File: src/rtl/acu_pkg.sv
// Package: shared constants for the accumulator/register-file unit.
// Assumes an 8-bit data path split into two 4-bit nibbles for decimal work.
package acu_pkg;
    localparam int DW     = 8;
    localparam int OPW    = 3;
    localparam int NIBW   = DW / 2;

    localparam logic [OPW-1:0] OP_NONE = 3'd0;
    localparam logic [OPW-1:0] OP_CLRA = 3'd1;
    localparam logic [OPW-1:0] OP_CLRR = 3'd2;
    localparam logic [OPW-1:0] OP_INV  = 3'd3;
    localparam logic [OPW-1:0] OP_DADJ = 3'd4;

    // Register-file write request from the datapath
    typedef struct packed {
        logic          we;
        logic [DW-1:0] data;
    } wr_req_t;
endpackage

File: src/rtl/acu_regfile.sv
// Module: acu_regfile
// Flop-based register file: one synchronous write port, two combinational
// read ports (operand and observation). Assumes a synchronous active-low reset
// that clears every entry.
module acu_regfile #(
    parameter int AW = 6
) (
    input  logic                   clk,
    input  logic                   rst_n,
    input  logic [AW-1:0]          wr_addr,
    input  acu_pkg::wr_req_t       wr_req,
    input  logic [AW-1:0]          rd0_addr,
    output logic [acu_pkg::DW-1:0] rd0_data,
    input  logic [AW-1:0]          rd1_addr,
    output logic [acu_pkg::DW-1:0] rd1_data
);
    localparam int DEPTH = 1 << AW;

    logic [acu_pkg::DW-1:0] mem [DEPTH];

    // One flop row per entry; each row clears on reset or takes its write
    for (genvar gi = 0; gi < DEPTH; gi++) begin : g_row
        always_ff @(posedge clk) begin
            if (!rst_n)
                mem[gi] <= '0;
            else if (wr_req.we && (wr_addr == AW'(gi)))
                mem[gi] <= wr_req.data;
        end
    end

    // Combinational read ports
    assign rd0_data = mem[rd0_addr];
    assign rd1_data = mem[rd1_addr];
endmodule

File: src/rtl/acu_datapath.sv
// Module: acu_datapath
// Pure combinational next-state logic: decodes the operation code and works
// out the next accumulator, flag values and register write request.
// Assumes the caller registers the results; unknown codes hold all state.
module acu_datapath
    import acu_pkg::*;
(
    input  logic [OPW-1:0] op,
    input  logic           dest,
    input  logic           cy_in,
    input  logic           hc_in,
    input  logic [DW-1:0]  acc,
    input  logic [DW-1:0]  src,
    input  logic           z,
    input  logic           c,
    output logic [DW-1:0]  acc_nx,
    output logic           z_nx,
    output logic           c_nx,
    output wr_req_t        wr
);
    logic [DW-1:0] inv_val;
    logic          lo_fix;
    logic          hi_fix;
    logic [DW-1:0] dadj_val;

    // Inversion result and decimal-correction terms
    always_comb begin
        inv_val  = ~src;
        lo_fix   = (acc[NIBW-1:0] > NIBW'(9)) || hc_in;
        hi_fix   = (acc[DW-1:NIBW] > NIBW'(9)) || cy_in;
        dadj_val = acc + (lo_fix ? DW'(8'h06) : '0) + (hi_fix ? DW'(8'h60) : '0);
    end

    // Per-operation selection of next state and flag rules
    always_comb begin
        acc_nx  = acc;
        z_nx    = z;
        c_nx    = c;
        wr.we   = 1'b0;
        wr.data = '0;
        case (op)
            OP_CLRA: begin
                acc_nx = '0;
                z_nx   = 1'b1;
            end
            OP_CLRR: begin
                wr.we  = 1'b1;
                z_nx   = 1'b1;
            end
            OP_INV: begin
                z_nx = (inv_val == '0);
                if (dest) begin
                    wr.we   = 1'b1;
                    wr.data = inv_val;
                end else begin
                    acc_nx = inv_val;
                end
            end
            OP_DADJ: begin
                acc_nx = dadj_val;
                c_nx   = hi_fix;
            end
            default: ;
        endcase
    end
endmodule

File: src/rtl/acc_rf_unit.sv
// Module: acc_rf_unit (top)
// Holds the accumulator and the Z/C flags, and connects the register file to
// the next-state datapath. One operation per cycle; results land on the next
// rising edge. Synchronous active-low reset.
module acc_rf_unit #(
    parameter int AW = 6
) (
    input  logic                   clk,
    input  logic                   rst_n,
    input  logic [acu_pkg::OPW-1:0] op_i,
    input  logic [AW-1:0]          addr_i,
    input  logic                   dest_i,
    input  logic                   cy_i,
    input  logic                   hc_i,
    input  logic [AW-1:0]          rd_addr_i,
    output logic [acu_pkg::DW-1:0] rd_data_o,
    output logic [acu_pkg::DW-1:0] acc_o,
    output logic                   z_o,
    output logic                   c_o
);
    logic [acu_pkg::DW-1:0] acc_q, acc_d;
    logic                   z_q, z_d, c_q, c_d;
    logic [acu_pkg::DW-1:0] src_data;
    acu_pkg::wr_req_t       wr_req;

    acu_regfile #(.AW(AW)) u_rf (
        .clk      (clk),
        .rst_n    (rst_n),
        .wr_addr  (addr_i),
        .wr_req   (wr_req),
        .rd0_addr (addr_i),
        .rd0_data (src_data),
        .rd1_addr (rd_addr_i),
        .rd1_data (rd_data_o)
    );

    acu_datapath u_dp (
        .op     (op_i),
        .dest   (dest_i),
        .cy_in  (cy_i),
        .hc_in  (hc_i),
        .acc    (acc_q),
        .src    (src_data),
        .z      (z_q),
        .c      (c_q),
        .acc_nx (acc_d),
        .z_nx   (z_d),
        .c_nx   (c_d),
        .wr     (wr_req)
    );

    // Accumulator and flag registers
    always_ff @(posedge clk) begin
        if (!rst_n) begin
            acc_q <= '0;
            z_q   <= 1'b0;
            c_q   <= 1'b0;
        end else begin
            acc_q <= acc_d;
            z_q   <= z_d;
            c_q   <= c_d;
        end
    end

    assign acc_o = acc_q;
    assign z_o   = z_q;
    assign c_o   = c_q;
endmodule

File: config.mk
export PLATFORM = sky130hd
export DESIGN_NAME = acc_rf_unit
export DESIGN_NICKNAME = d
export VERILOG_FILES = /design/src/rtl/acu_pkg.sv /design/src/rtl/acu_regfile.sv /design/src/rtl/acu_datapath.sv /design/src/rtl/acc_rf_unit.sv
export SDC_FILE = /design/constraint.sdc
export NUM_CORES = 1
export LEC_CHECK = 0
export ABC_AREA = 1
export CORE_ASPECT_RATIO = 0.9
export CORE_MARGIN = 2
export CORE_UTILIZATION = 40
export DETAILED_ROUTE_END_ITERATION = 12
export SLEW_MARGIN = 20
export SYNTH_ARGS = -nofsm -noshare
export SYNTH_HDL_FRONTEND = slang
export SYNTH_SLANG_ARGS = --single-unit
export TNS_END_PERCENT = 20
File: constraint.sdc
create_clock -name clk -period 4.2 [get_ports clk]
set_input_delay 1.26 -clock clk [delete_from_list [all_inputs] [get_ports clk]]
set_output_delay 1.26 -clock clk [all_outputs]
set_load 0.005 [all_outputs]
Word-level counts from Yosys, hierarchy flattened
Memory sizes are Yosys's and may differ from the RTL's.
Index checks and enable logic that the tools add are counted.
- register bits after elaboration: 10
- latch bits: 0
- memory bits (writable): 512
- bits in read-only memories: 0
- output and inout port bits: 18
- logic and storage cells: 478
- memories kept: 1
- memories (name ; words ; width ; rd ports ; clocked after Yosys merged registers in ; write ports ; RTL line ; source):
    u_rf.mem ; 64 ; 8 ; 2 ; 0 ; 64 ; acu_regfile.sv:19 ; logic [acu_pkg::DW-1:0] mem [DEPTH];
- add/subtract/negate cells: 2
- multiply operators: 0
- divide/modulo/power cells: 0
- magnitude comparators: 2
- equal/unequal tests: 68
- shift operators: 0
- multiplexer cells: 265
- bitwise gates (word level): 65
- reductions and logical operators: 72
- operator list (kind ; count):
    8-bit 2-to-1 mux ; 66
    1-bit 2-to-1 mux ; 193
    6-bit equality test (second input constant) ; 32
    6-bit by 5-bit equality test with 1-bit output (second input constant) ; 16
    1-bit logical AND ; 64
    1-bit OR ; 64
    6-bit by 4-bit equality test with 1-bit output (second input constant) ; 8
    6-bit by 3-bit equality test with 1-bit output (second input constant) ; 4
    8-bit case mux with 3 select lines ; 1
    8-bit adder ; 2
    6-bit by 2-bit equality test with 1-bit output (second input constant) ; 2
    9-bit 2-to-1 mux ; 1
    4-bit greater-than comparator (second input constant) ; 2
    8-bit zero test ; 1
    8-bit NOT ; 1
    7-bit 2-to-1 mux ; 1
    3-bit by 2-bit equality test with 1-bit output (second input constant) ; 2
    6-bit by 1-bit equality test with 1-bit output (second input constant) ; 1
    6-bit zero test ; 1
    1-bit case mux with 2 select lines ; 2
    3-bit by 1-bit equality test with 1-bit output (second input constant) ; 1
    3-bit equality test (second input constant) ; 1
    3-bit 2-to-1 mux ; 1
    3-bit nonzero test ; 1
    5 further kinds ; 6

Logic depth before layout (Yosys ltp)
An unclocked memory read counts as a cell.
- word-level depth: 9
- mapped depth: 18
- depth with buffers taken out: 15

By module
A second synthesis with hierarchy kept.
- cell total of the unflattened synthesis: 3863
- area, all modules: 29985.0 µm²
- by module, submodules not included (module ; times used ; cells each ; area each (µm²) ; seq. area each (µm²)):
    acu_regfile ; 1 ; 3716 ; 29054.1 ; 15374.7
    acu_datapath ; 1 ; 116 ; 644.4 ; 0.0
    acc_rf_unit ; 1 ; 31 ; 286.5 ; 200.2

Worst setup path before layout
No wires, ideal clock.
- path kind: input-to-output
- start point: input port rd_addr_i[0]
- end point: output port rd_data_o[6] in the netlist's numbering
- data arrival time: 2.714 ns
- required time: 2.940 ns
- path slack: 0.226 ns
- stages: 9
- buffers on the path: 3
- cell sequence: buf_2 > inv_2 > clkbuf_1 > clkbuf_1 > a21oi_1 > o311ai_0 > o211ai_1 > nand3_1 > nand2_1
- word-level cells in the longest chain between the ends: 1
- RTL lines (item ; RTL line ; source):
    start: declaration ; acc_rf_unit.sv:15 ; input logic [AW-1:0] rd_addr_i,
    memory 64 x 8 bit ; n/a ;
    end: declaration ; acc_rf_unit.sv:16 ; output logic [acu_pkg::DW-1:0] rd_data_o,
No other way between the ends.

Final worst setup path
- start point: input port rd_addr_i[0]
- end point: output port rd_data_o[7] in the netlist's numbering
The elaborated chain is that of the path after synthesis.

==> flow_metrics.tcl <==
set metrics [dict create \
    required_ns 2.94 \
    netlist-cell-type-count 36 \
    crit_fanout 23 \
    first_iter_violations 4609 \
    cts_sinks 522 \
    rr_worst_depth 14 \
    track_usage_pct 30.4 \
    fill_cells 7149 \
    grt_max_degree 75 \
    core_um2 74400 \
    yosysMostFrequentCell "nand2_1" \
    dr.pass1.iters 6 \
    gp_congestion 1.01 \
    finClkSkew_ns 0.0276 \
    rows 95 \
    synth_top_area_cell "edfxtp_1" \
    cts_made_buffers 58 \
    crit_chain "buf_16 > buf_12 > inv_12 > o21ai_2 > o22ai_1 > buf_4 > o211ai_1 > o211ai_1 > o211ai_1 > nand2_1 > buf_2" \
    ys_seq_elements 522 \
    hold_viol 0 \
    multi_input_area_um2 12600 \
    switching_power_mw 3.66 \
    die_x_um 293 \
    grt_setup_unrepaired "true" \
    grt_pass1_vias 26300 \
    post-route-util_pct 48.3 \
    wl_met3_um 15800 \
    critPathTopFamily "compound AO/OA/AOI/OAI gates" \
    vias 28700 \
    violations "setup timing" \
    power.leakage_nw 14.1 \
    peakVddDrop_uv 331 \
    area_growth_syn_to_layout_pct 20.0 \
    start_kind "input port" \
    synthTopCellsByCount "1156 x nand2_1, 828 x nor2_1, 512 x edfxtp_1" \
    worst_hold_path.num_cells 2 \
    fmax_mhz 217 \
    cts_htree_levels 2 \
    setup_ws_ns -0.416 \
    final-instance-count-excl-fill 4960 \
    drv_cap 0 \
    synth_nets 3789 \
    synth_area_per_cell_um2 7.96 \
    synth_area_leaders "edfxtp_1 51%, nand2_1 14%, nor2_1 10%, o21ai_0 7.1%, buf_6 2.4%" \
    place.port_buffers 37 \
    period_share_pct 110 \
    power.density_nw_per_um2 374 \
    whs_ns 0.481 \
    synth-edff-count 512 \
    die_h_um 264 \
    vias_per_cell 5.79 \
    finalSetupViolCount 8 \
    hp-class "reg2reg" \
    worstPathArrival_ns 3.36 \
    pin_count 38 \
    ys.flop_type "edfxtp_1" \
    cts.path.max_buffers 3 \
    cp_common_cell "o211ai_1" \
    routed_wl_um 120000 \
    grt_pass1_wl_um 175000 \
    cp_num_cells 11 \
    antenna_found_initial 3 \
    max_slew_margin_pct 26.4 \
    cp_num_buf_inv 5 \
    worst-setup-path-type "in2out" \
    layout_min_cycle_time_ns 4.62 \
    wl_met1_um 49200 \
    maxSlewViolCount 0 \
    die-area_um2 77100 \
    p_clk_share_pct 40.6 \
    drive_gt1_share_pct 13.8 \
    drcViolationCount 0 \
    syn_area_um2 30000 \
    synth_top_area_share_pct 51.3 \
    seqPwrFrac_pct 44.9 \
    dp_cells 4827 \
    p_sw_share_pct 27.2 \
    dr.max_layer_used "met5" \
    yosysWarningCount 0 \
    crit_path_max_incr_delay_ns 0.65 \
    start_util_pct 40.3 \
    synthArstFlopShare_pct 0 \
    hold_buffers 0 \
    synth_seq_area_share_pct 52.0 \
    wl_met2_um 49400 \
    synthCells 3764 \
    drtAntennaViolNets 0 \
    placed_area_um2 33200 \
    status "complete, but fails checks" \
    gr-total-overflow 0 \
    tightest_slew_ns 1.10 \
    design_area_um2 36000 \
    cp_slowest_cell "o211ai_1" \
    combPwrFrac_pct 14.6 \
    nets 3965 \
    insertion_delay_ns 0.66 \
    clk_pin_slew_worst_paths_ns 0.06 \
    hpwlAfterDp_um 80600 \
    cts_root_buffer "clkbuf_16" \
    cts_tree "built" \
    wl_per_cell_um 24.1 \
    cp-end-kind "output port" \
    power_mw 13.4 \
    p_int_mw 9.79 \
    seq_area_um2 15600 \
]
==> layout by cell type (no fill, tap or decap), types with 12 or more instances in the layout <==
master / instances
a21oi_1: 60
edfxtp_1: 512
o21ai_1: 27
a211oi_1: 27
clkbuf_16: 59
o211ai_1: 26
nor2_2: 37
clkdlybuf4s50_1: 23
nor3_1: 16
nand2_1: 1151
nand3_1: 118
o221ai_1: 16
o21ai_0: 393
nor2_1: 816
clkinv_1: 12
o22ai_1: 83
inv_1: 115
buf_4: 278
buf_12: 60
==> kinds of logic after synthesis <==
family / after synthesis / share of synthesized area [%]
simple gates: 2161 / 28.4
compound gates: 677 / 12.5
flops: 522 / 52.0
buf+inv: 399 / 6.88
fa+ha+maj: 5 / 0.234
==> power groups by stage <==
stage / clock, mW / sequential [mW] / combinational, mW
floorplan: 0 / 6.09 / 0.973
global placement: 0 / 6.13 / 1.78
detailed placement: 0 / 6.13 / 1.78
CTS: 5.50 / 6.02 / 1.88
global route: 5.69 / 6.05 / 2.07
finish: 5.46 / 6.03 / 1.96
==> routing by layer <==
metal	vias up	global-route usage [%]
li1	12900	-
met1	13600	43.6
met2	1918	43.7
met3	296	7.87
met4	4	12.0
met5	-	1.44
==> flip-flops by register name (all words and copies together), names as in the netlist <==
signal    flops
c_o           1
acc_o         8
z_o           1
u_rf.mem    512
==> layout make-up <==
type                       instances  share of cell area, %
antenna                            1                0.00696
clock buffer                      67                   4.13
sequential                       522                   43.3
tap                              970                   3.37
multi-input combinational       2843                   34.9
inverter                         121                   1.37
timing repair inverter             2                 0.0696
timing repair buffer             392                   11.4
clock inverter                    42                   1.41
==> per-stage QoR <==
step | setup slack [ns] | setup TNS [ns]
after floorplan | 0.226 | 0
final | -0.416 | -2.27
after global placement | -0.734 | -19.99
after global routing | -0.324 | -2.29
after detailed placement | -0.713 | -18.66
after CTS | -0.272 | -1.91
==> what timing repair did <==
action | CTS | global route
endpoints found under the setup margin | 8 | 8
cloned | 10 | 1
setup buffers | 10 | 3
pin swaps | 43 | 28
gates resized for setup | 115 | 34
==> worst min-delay path: cells and delay by family (launching register included) <==
family	cells	cell delay, ns
flops	1	0.31
compound gates	1	0.07
simple gates	1	0.05
==> worst paths after layout <==
path | start | to | slack, ns
hold reg to reg | acc_o[0] | acc_o[0] | 0.48
setup reg to reg | u_rf.mem[63][0] | u_rf.mem[56][0] | 1.69
setup / recovery | rd_addr_i[0] | rd_data_o[7] | -0.42
hold / removal | acc_o[0] | acc_o[0] | 0.48
No activity file was read; power rests on OpenSTA's default activity.
